===== src/rtl/vga_raster_pkg.sv =====
package vga_raster_pkg;
  localparam int COLOUR_W = 8;
  localparam int RED_W    = 3;
  localparam int GREEN_W  = 3;
  localparam int BLUE_W   = 2;

  function automatic logic in_span(input int pos, input int lo, input int hi);
    return (pos >= lo) && (pos < hi);
  endfunction
endpackage


===== src/rtl/vga_axis_ctr.sv =====
module vga_axis_ctr
  import vga_raster_pkg::*;
#(
  parameter int   ACTIVE   = 640,
  parameter int   FRONT    = 16,
  parameter int   SYNC     = 96,
  parameter int   BACK     = 48,
  parameter int   CNT_W    = 10,
  parameter logic SYNC_LVL = 1'b0
) (
  input  logic             clk,
  input  logic             rst_n,
  input  logic             step,
  output logic [CNT_W-1:0] cnt_o,
  output logic             last_o,
  output logic             vis_nx_o,
  output logic             sync_o
);
  localparam int TOTAL   = ACTIVE + FRONT + SYNC + BACK;
  localparam int SYNC_LO = ACTIVE + FRONT;
  localparam int SYNC_HI = SYNC_LO + SYNC;
  localparam logic [CNT_W-1:0] LAST_C = CNT_W'(TOTAL - 1);
  localparam logic RST_SYNC = in_span(TOTAL - 1, SYNC_LO, SYNC_HI) ? SYNC_LVL : ~SYNC_LVL;

  logic [CNT_W-1:0] cnt_q, cnt_nx;
  logic             sync_q;

  assign last_o = (cnt_q == LAST_C);
  assign cnt_nx = last_o ? '0 : cnt_q + 1'b1;

  always_ff @(posedge clk) begin
    if (!rst_n) begin
      cnt_q  <= LAST_C;
      sync_q <= RST_SYNC;
    end else if (step) begin
      cnt_q  <= cnt_nx;
      sync_q <= in_span(int'(cnt_nx), SYNC_LO, SYNC_HI) ? SYNC_LVL : ~SYNC_LVL;
    end
  end

  // visibility of the position this counter will hold after the edge
  assign vis_nx_o = step ? (int'(cnt_nx) < ACTIVE) : (int'(cnt_q) < ACTIVE);
  assign cnt_o    = cnt_q;
  assign sync_o   = sync_q;

  p_cnt_range_r2: assert property (@(posedge clk) disable iff (!rst_n)
    int'(cnt_q) < TOTAL);

  p_wrap_zero_r2: assert property (@(posedge clk) disable iff (!rst_n)
    (step && last_o) |=> (cnt_q == '0));

  p_hold_cnt_r9: assert property (@(posedge clk) disable iff (!rst_n)
    !step |=> $stable(cnt_q));

  p_sync_window_r4: assert property (@(posedge clk) disable iff (!rst_n)
    sync_q == (in_span(int'(cnt_q), SYNC_LO, SYNC_HI) ? SYNC_LVL : ~SYNC_LVL));
endmodule


===== src/rtl/vga_colour_gate.sv =====
module vga_colour_gate
  import vga_raster_pkg::*;
(
  input  logic                clk,
  input  logic                rst_n,
  input  logic                step,
  input  logic                show,
  input  logic [COLOUR_W-1:0] pix_i,
  output logic [COLOUR_W-1:0] pix_o
);
  logic [COLOUR_W-1:0] pix_q;

  always_ff @(posedge clk) begin
    if (!rst_n)    pix_q <= '0;
    else if (step) pix_q <= show ? pix_i : '0;
  end

  assign pix_o = pix_q;

  p_pix_hold_r9: assert property (@(posedge clk) disable iff (!rst_n)
    !step |=> $stable(pix_q));
endmodule


===== src/rtl/vga_raster_gen.sv =====
module vga_raster_gen
  import vga_raster_pkg::*;
#(
  parameter int   H_ACTIVE  = 640,
  parameter int   H_FRONT   = 16,
  parameter int   H_SYNC    = 96,
  parameter int   H_BACK    = 48,
  parameter int   V_ACTIVE  = 480,
  parameter int   V_FRONT   = 10,
  parameter int   V_SYNC    = 2,
  parameter int   V_BACK    = 33,
  parameter int   CNT_W     = 10,
  parameter logic HSYNC_LVL = 1'b0,
  parameter logic VSYNC_LVL = 1'b0
) (
  input  logic                clk,
  input  logic                rst_n,
  input  logic                pix_en,
  input  logic [COLOUR_W-1:0] pix_in,
  output logic                hsync_o,
  output logic                vsync_o,
  output logic [CNT_W-1:0]    hcount_o,
  output logic [CNT_W-1:0]    vcount_o,
  output logic                active_o,
  output logic [COLOUR_W-1:0] pix_out_o
);
  logic [CNT_W-1:0] h_cnt, v_cnt;
  logic h_last, v_last, h_vnx, v_vnx, h_sync, v_sync;
  logic v_step, show_nx, act_q;

  assign v_step  = pix_en & h_last;
  assign show_nx = h_vnx & v_vnx;

  vga_axis_ctr #(
    .ACTIVE(H_ACTIVE), .FRONT(H_FRONT), .SYNC(H_SYNC), .BACK(H_BACK),
    .CNT_W(CNT_W), .SYNC_LVL(HSYNC_LVL)
  ) u_hctr (
    .clk(clk), .rst_n(rst_n), .step(pix_en),
    .cnt_o(h_cnt), .last_o(h_last), .vis_nx_o(h_vnx), .sync_o(h_sync)
  );

  vga_axis_ctr #(
    .ACTIVE(V_ACTIVE), .FRONT(V_FRONT), .SYNC(V_SYNC), .BACK(V_BACK),
    .CNT_W(CNT_W), .SYNC_LVL(VSYNC_LVL)
  ) u_vctr (
    .clk(clk), .rst_n(rst_n), .step(v_step),
    .cnt_o(v_cnt), .last_o(v_last), .vis_nx_o(v_vnx), .sync_o(v_sync)
  );

  always_ff @(posedge clk) begin
    if (!rst_n)      act_q <= 1'b0;
    else if (pix_en) act_q <= show_nx;
  end

  vga_colour_gate u_gate (
    .clk(clk), .rst_n(rst_n), .step(pix_en), .show(show_nx),
    .pix_i(pix_in), .pix_o(pix_out_o)
  );

  assign hsync_o  = h_sync;
  assign vsync_o  = v_sync;
  assign hcount_o = h_cnt;
  assign vcount_o = v_cnt;
  assign active_o = act_q;

  p_row_hold_r3: assert property (@(posedge clk) disable iff (!rst_n)
    (pix_en && !h_last) |=> $stable(vcount_o));

  p_frame_wrap_r3: assert property (@(posedge clk) disable iff (!rst_n)
    (pix_en && h_last && v_last) |=> (hcount_o == '0 && vcount_o == '0));

  p_active_window_r6: assert property (@(posedge clk) disable iff (!rst_n)
    active_o |-> (int'(hcount_o) < H_ACTIVE && int'(vcount_o) < V_ACTIVE));

  p_blank_r7: assert property (@(posedge clk) disable iff (!rst_n)
    !active_o |-> (pix_out_o == '0));

  p_vsync_edge_r5: assert property (@(posedge clk) disable iff (!rst_n)
    !$stable(vsync_o) |-> (hcount_o == '0));

  p_hold_out_r9: assert property (@(posedge clk) disable iff (!rst_n)
    !pix_en |=> $stable({hsync_o, vsync_o, active_o, pix_out_o}));
endmodule


===== config.mk =====
export PLATFORM = sky130hd
export DESIGN_NAME = vga_raster_gen
export DESIGN_NICKNAME = d
export VERILOG_FILES = /design/src/rtl/vga_raster_pkg.sv /design/src/rtl/vga_axis_ctr.sv /design/src/rtl/vga_colour_gate.sv /design/src/rtl/vga_raster_gen.sv
export SDC_FILE = /design/constraint.sdc
export NUM_CORES = 1
export LEC_CHECK = 0
export BUFFER_PORTS_ARGS = -buffer_cell sky130_fd_sc_hd__buf_2
export CAP_MARGIN = 10
export CORE_ASPECT_RATIO = 1.4
export CORE_UTILIZATION = 48
export DETAILED_ROUTE_END_ITERATION = 8
export PLACE_DENSITY = 0.76
export SLEW_MARGIN = 15
export SYNTH_ARGS = -nofsm -noshare
export SYNTH_HDL_FRONTEND = slang
export SYNTH_SLANG_ARGS = --single-unit

===== constraint.sdc =====
create_clock -name clk -period 2.25 [get_ports clk]
set_clock_uncertainty 0.2 [all_clocks]
set_input_delay 0 -clock clk [delete_from_list [all_inputs] [get_ports clk]]
set_output_delay 0 -clock clk [all_outputs]
set_load 0.01 [all_outputs]

* Word-level counts from Yosys, hierarchy flattened *
Cells that the tools add are included.
W data, S select, Z words.

storage, ports and cells
  bits in registers = 31
  bits of input ports = 11
  word-level logic and storage cells = 29

operators by class
  add/subtract/negate cells = 2
  order comparisons = 8
  equal/unequal tests = 2
  mux-type cells = 7
  bitwise logic cells = 2
  reductions and logical operators = 2

operators with widths
  operator                 number
  $lt A10 B10 Y1 const B   3
  $lt A10 B9 Y1 const B    3
  $add A10 B1 Y10 const B  2
  $eq A10 B10 Y1 const B   2
  $mux W10                 2
  $ge A10 B10 Y1 const B   1
  $ge A10 B9 Y1 const B    1
  $mux W8                  1
  $mux W1                  4
  $and A1 B1 Y1            2
  $logic_and A1 B1 Y1      2

* Longest topological paths before layout *
  word-level depth = 6
  depth in mapped cells = 8
  mapped depth without buffers = 8

* Modules after synthesis *
Synthesis repeated with hierarchy kept, for this count alone.

second synthesis, totals
  cell total of the unflattened synthesis = 226
  area total of the unflattened synthesis = 1,903.1 µm²

by module, submodules not included
  module                  instances  cells each  area each (µm²)  sequential area each (µm²)
  vga_axis_ctr at u_vctr  1          95          792.0            220.2
  vga_axis_ctr at u_hctr  1          90          725.7            220.2
  vga_colour_gate         1          35          334.1            160.2
  vga_raster_gen          1          6           51.3             20.0

* Worst setup path before layout *
No wires, ideal clock.

  path type = reg2reg
  start point = reg u_hctr.cnt_q[0] (netlist: u_hctr.cnt_o[0])
  end point = reg u_gate.pix_q[0] (netlist: u_gate.pix_o[0])
  library setup time = 59 ps
  data arrival time = 2,096 ps
  path slack = -106 ps
  cell stages (with the launch flop) = 9
  buffers on the path = 1
  clock period less this slack = 2,356 ps
  cells stage by stage = dfxtp_1 -> ha_1 -> buf_2 -> and4_1 -> nand4_4 -> a21boi_2 -> o311ai_1 -> a211oi_4 -> a22o_1

between the ends
  longest elaborated chain between the ends = 6
  elaborated cells between the ends (all ways) = 10
  those cells by class = add/sub (1); order compare (2); eq/ne (1); mux (4); bitwise (2)

ends and longest elaborated chain
  item                                               RTL line                                text
  start, declared                                    vga_axis_ctr.sv:25                      logic [CNT_W-1:0] cnt_q, cnt_nx;
  start signal, assigned                             vga_axis_ctr.sv:36                      cnt_q <= cnt_nx;
  $add A10 B1 Y10 or $eq A10 B10 Y1 (tied branches)  vga_axis_ctr.sv:29, vga_axis_ctr.sv:28
  $mux W10                                           vga_axis_ctr.sv:29                      assign cnt_nx = last_o ? '0 : cnt_q + 1'b1;
  $lt A10 B10 Y1                                     vga_axis_ctr.sv:42                      assign vis_nx_o = step ? (int'(cnt_nx) < ACTIVE) : (int'(cnt_q) < ACTIVE);
  $mux W1                                            vga_axis_ctr.sv:42
  $and A1 B1 Y1 *                                    vga_raster_gen.sv:32                    assign show_nx = h_vnx & v_vnx;
  $mux W8 *                                          vga_colour_gate.sv:15                   else if (step) pix_q <= show ? pix_i : '0;
  end signal, assigned                               vga_colour_gate.sv:15
  end, declared                                      vga_colour_gate.sv:11                   logic [COLOUR_W-1:0] pix_q;

Mark *: on every way between the ends. The rest lies on a longest branch, timed or not.
A chain may end at the register's enable or synchronous reset.

* Final worst setup path *
  start point = reg u_vctr.cnt_q[0] (netlist: u_vctr.cnt_o[0])
  end point = reg u_gate.pix_q[0] (netlist: u_gate.pix_o[0])

between the ends
  longest elaborated chain between the ends = 6
  elaborated cells between the ends (all ways) = 8
  those cells by class = add/sub (1); order compare (2); eq/ne (1); mux (3); bitwise (1)

ends and longest elaborated chain
  item                                               RTL line
  start, declared                                    vga_axis_ctr.sv:25
  start signal, assigned                             vga_axis_ctr.sv:36
  $add A10 B1 Y10 or $eq A10 B10 Y1 (tied branches)  vga_axis_ctr.sv:29, vga_axis_ctr.sv:28
  $mux W10                                           vga_axis_ctr.sv:29
  $lt A10 B9 Y1                                      vga_axis_ctr.sv:42
  $mux W1 *                                          vga_axis_ctr.sv:42
  $and A1 B1 Y1 *                                    vga_raster_gen.sv:32
  $mux W8 *                                          vga_colour_gate.sv:15

Marks and branches as above.

==> flow_summary.json <==
{
  "status": "completed",
  "whs_ps": 264,
  "seqCellArea_um2": 629,
  "critPathRequiredTime_ps": 2220,
  "cts_max_path_buffers": 2,
  "rows": 25,
  "antenna_cells": 0,
  "via_per_inst": 5.68,
  "detail_route.wl_per_cell_um": 14.9,
  "whs_endpoint": "active_o$_SDFFE_PN0P_",
  "tns_ps": 0,
  "start_util": 0.503,
  "vdd_drop_max_v": 0.000524,
  "power.density_nw_per_um2": 734,
  "ios": 42,
  "r2r_start": "u_vctr.cnt_o[0]$_SDFFE_PN0P_",
  "grt_pass1_wl_um": 6910,
  "grt_max_degree": 24,
  "drt-total-wl_um": 4500,
  "gp_congestion": 0.869,
  "maxSlewHeadroom": 0.578,
  "die-height_um": 72.7,
  "antenna_found_initial": 0,
  "syn_to_final_growth_pct": 34.3,
  "yosysSeqAreaShare": 0.362,
  "hold_depth": 1,
  "syn_area_um2": 1720,
  "synth-edff-count": 0,
  "startpoint_type": "register",
  "cts_made_buffers": 5,
  "worst_slack_ps": 57.4,
  "worstHoldStart": "active_o$_SDFFE_PN0P_",
  "multi_input_area_um2": 1050,
  "tightestPinTransition_ps": 632,
  "htreeDepth": 2,
  "yosys_warnings": 0,
  "syn_nets": 212,
  "clk_latency_ps": 280,
  "grt_pass1_vias": 1494,
  "clock-sinks": 31,
  "ant_nets": 0,
  "rr_endpoint": "u_gate.pix_o[0]$_SDFFE_PN0P_",
  "dieArea_um2": 3820,
  "ys_dominant_reg_cell": "dfxtp_1",
  "critPathMaxFanout": 8,
  "slew_violations": 0,
  "dr.pass1.iters": 4,
  "endpoint_kind": "register",
  "power.total_mw": 1.69,
  "worstHoldPathType": "reg -> reg",
  "io_buffers": 41,
  "setup_viol": 0,
  "grt_usage": 0.245,
  "vias": 1709,
  "fillers": 290,
  "drc": 0,
  "max_freq_ghz": 0.456,
  "core_area_um2": 3410,
  "hold_viol_final": 0,
  "worstRegToRegCells": 8,
  "cellLeakagePower_nw": 0.972,
  "drive_gt1_frac": 0.307,
  "root_buffer": "clkbuf_8",
  "dieWidth_um": 52.5,
  "cts_tree": "built",
  "arrival_ps": 2160,
  "nets": 275,
  "path_clk_slew_ps": 70,
  "finalCritPeriodShare": 0.975,
  "postLayoutCoreUtil": 0.676,
  "async_reset_ff_frac": 0,
  "drt_first_iter_violations": 43,
  "synth.distinct_cells": 46,
  "crit_type": "reg -> reg",
  "dp_hpwl_um": 2950,
  "syn_area_per_cell_um2": 8.71,
  "gr-total-overflow": 0,
  "rrSetupSlack_ps": 60,
  "pre_cts_ws_ps": 67.2,
  "synth.ff_latch_count": 31,
  "cap_violations": 0,
  "syn_inst": 197,
  "timing.final.crit_period_ps": 2190
}
-- cell type report --
cell class | instances | area share
clock buffer | 6 | 0.0359
timing repair buffer | 68 | 0.191
sequential | 31 | 0.273
tap | 40 | 0.0217
clock inverter | 2 | 0.0152
inverter | 4 | 0.00652
multi-input combinational | 150 | 0.457
-- registers in the layout, summed over array words and instances (netlist names) --
| name | cells |
|---|---|
| u_vctr.sync_o | 1 |
| u_hctr.sync_o | 1 |
| u_gate.pix_o | 8 |
| u_vctr.cnt_o | 10 |
| active_o | 1 |
| u_hctr.cnt_o | 10 |
-- critical path, stage by stage (launching register included) --
cell and delay (ps):
dfxtp_2 360, ha_4 140, nand4_1 170, xnor2_1 260
a31oi_1 130, o311ai_2 360, a211oi_4 90, buf_6 150
a22o_1 220
-- per-stage QoR --
step / instance area (um2) / instances
after global placement: 2010 / 278
after global routing: 2300 / 301
after CTS: 2240 / 297
final: 2300 / 301
after floorplan: 1730 / 197
after detailed placement: 2010 / 278
-- how the worst max path moves through the flow --
stage / startpoint / end / slack (ps) / depth (start not counted)
2_1_floorplan: u_hctr.cnt_o[0]$_SDFFE_PN1P_ / u_gate.pix_o[0]$_SDFFE_PN0P_ / 50 / 8
3_3_place_gp: u_hctr.cnt_o[0]$_SDFFE_PN1P_ / u_gate.pix_o[2]$_SDFFE_PN0P_ / 130 / 7
3_5_place_dp: u_hctr.cnt_o[1]$_SDFFE_PN1P_ / u_gate.pix_o[3]$_SDFFE_PN0P_ / 70 / 7
4_1_cts: u_hctr.cnt_o[1]$_SDFFE_PN1P_ / u_gate.pix_o[0]$_SDFFE_PN0P_ / 40 / 7
5_1_grt: u_vctr.cnt_o[0]$_SDFFE_PN0P_ / u_gate.pix_o[6]$_SDFFE_PN0P_ / -60 / 8
6_report: u_vctr.cnt_o[0]$_SDFFE_PN0P_ / u_gate.pix_o[0]$_SDFFE_PN0P_ / 60 / 8
-- timing repair --
item | CTS | global route
hold buffers | 11 | 0
hold endpoints to repair | 29 | 0
endpoints found under the setup margin | 0 | 10
gates resized for setup | 0 | 11
setup buffers | 0 | 4
-- report_power, final --
group / leakage (nW) / switching (mW) / internal, mW / total (mW)
registers: 0.253 / 0.0544 / 0.587 / 0.642
logic: 0.658 / 0.254 / 0.227 / 0.481
clock network: 0.0612 / 0.209 / 0.358 / 0.567
-- cell usage after synthesis, drive strengths merged, types with 2 or more instances --
| library cell | n | area, um2 |
|---|---|---|
| o21ai | 9 | 45.0 |
| or2 | 2 | 12.5 |
| mux2i | 3 | 30.0 |
| xnor2 | 9 | 78.8 |
| nor2b | 4 | 25.0 |
| nand4 | 6 | 52.6 |
| a21oi | 4 | 20.0 |
| clkbuf | 3 | 11.3 |
| nand4b | 2 | 17.5 |
| ha | 4 | 50.1 |
| and4 | 4 | 35.0 |
| o311ai | 3 | 26.3 |
| a21o | 3 | 22.5 |
| nand3 | 13 | 65.1 |
| a31oi | 8 | 50.1 |
| nor4 | 3 | 18.8 |
| inv | 4 | 15.0 |
| buf | 9 | 50.0 |
| and2 | 9 | 56.3 |
| a22o | 8 | 70.1 |
| and4bb | 2 | 28.8 |
| and3 | 4 | 25.0 |
| dfxtp | 31 | 621 |
| nor2 | 7 | 26.3 |
| nand2 | 21 | 78.8 |
| nor3 | 2 | 10.0 |
| nand3b | 2 | 15.0 |
| o211ai | 3 | 22.5 |
| xor2 | 4 | 35.0 |
| a21boi | 2 | 18.8 |
-- per-layer routing --
layer | wire length (um) | GRT usage | up-vias
met5 | 0 | 0 | -
li1 | - | - | 844
met1 | 1930 | 0.282 | 820
met3 | 116 | 0.0521 | 11
met4 | 106 | 0.117 | 0
met2 | 2350 | 0.421 | 34
-- cell usage in the layout (no fill, tap or decap), types with 4 or more instances in the layout --
master | synthesis | routed
buf_4 | 0 | 15
nor2b_1 | 4 | 4
a22o_1 | 8 | 8
o21ai_0 | 9 | 9
nand4_1 | 5 | 5
xor2_1 | 4 | 4
nor2_1 | 7 | 7
nand2_1 | 21 | 21
dfxtp_2 | 0 | 4
and3_1 | 4 | 4
a21oi_1 | 4 | 4
nand3_1 | 13 | 13
dfxtp_1 | 31 | 26
and2_1 | 9 | 9
clkbuf_8 | 0 | 6
buf_2 | 7 | 41
dlygate4sd3_1 | 0 | 11
xnor2_1 | 9 | 9
a31oi_1 | 8 | 8
inv_1 | 4 | 4
-- cells by family (layout without fill, tap and decap cells) --
kind of cell               after synthesis  in the layout  synth area share
muxes                                    3              3            0.0175
DFF                                     31             31             0.362
buffers and inverters                   16             80            0.0445
AOI/OAI and AO/OA                       46             46             0.197
xor gates and xnor gates                13             13            0.0664
and+or+nand+nor                         84             84             0.284
adders and majority gates                4              4            0.0292
Note: power is estimated with default switching activity, not from simulation.
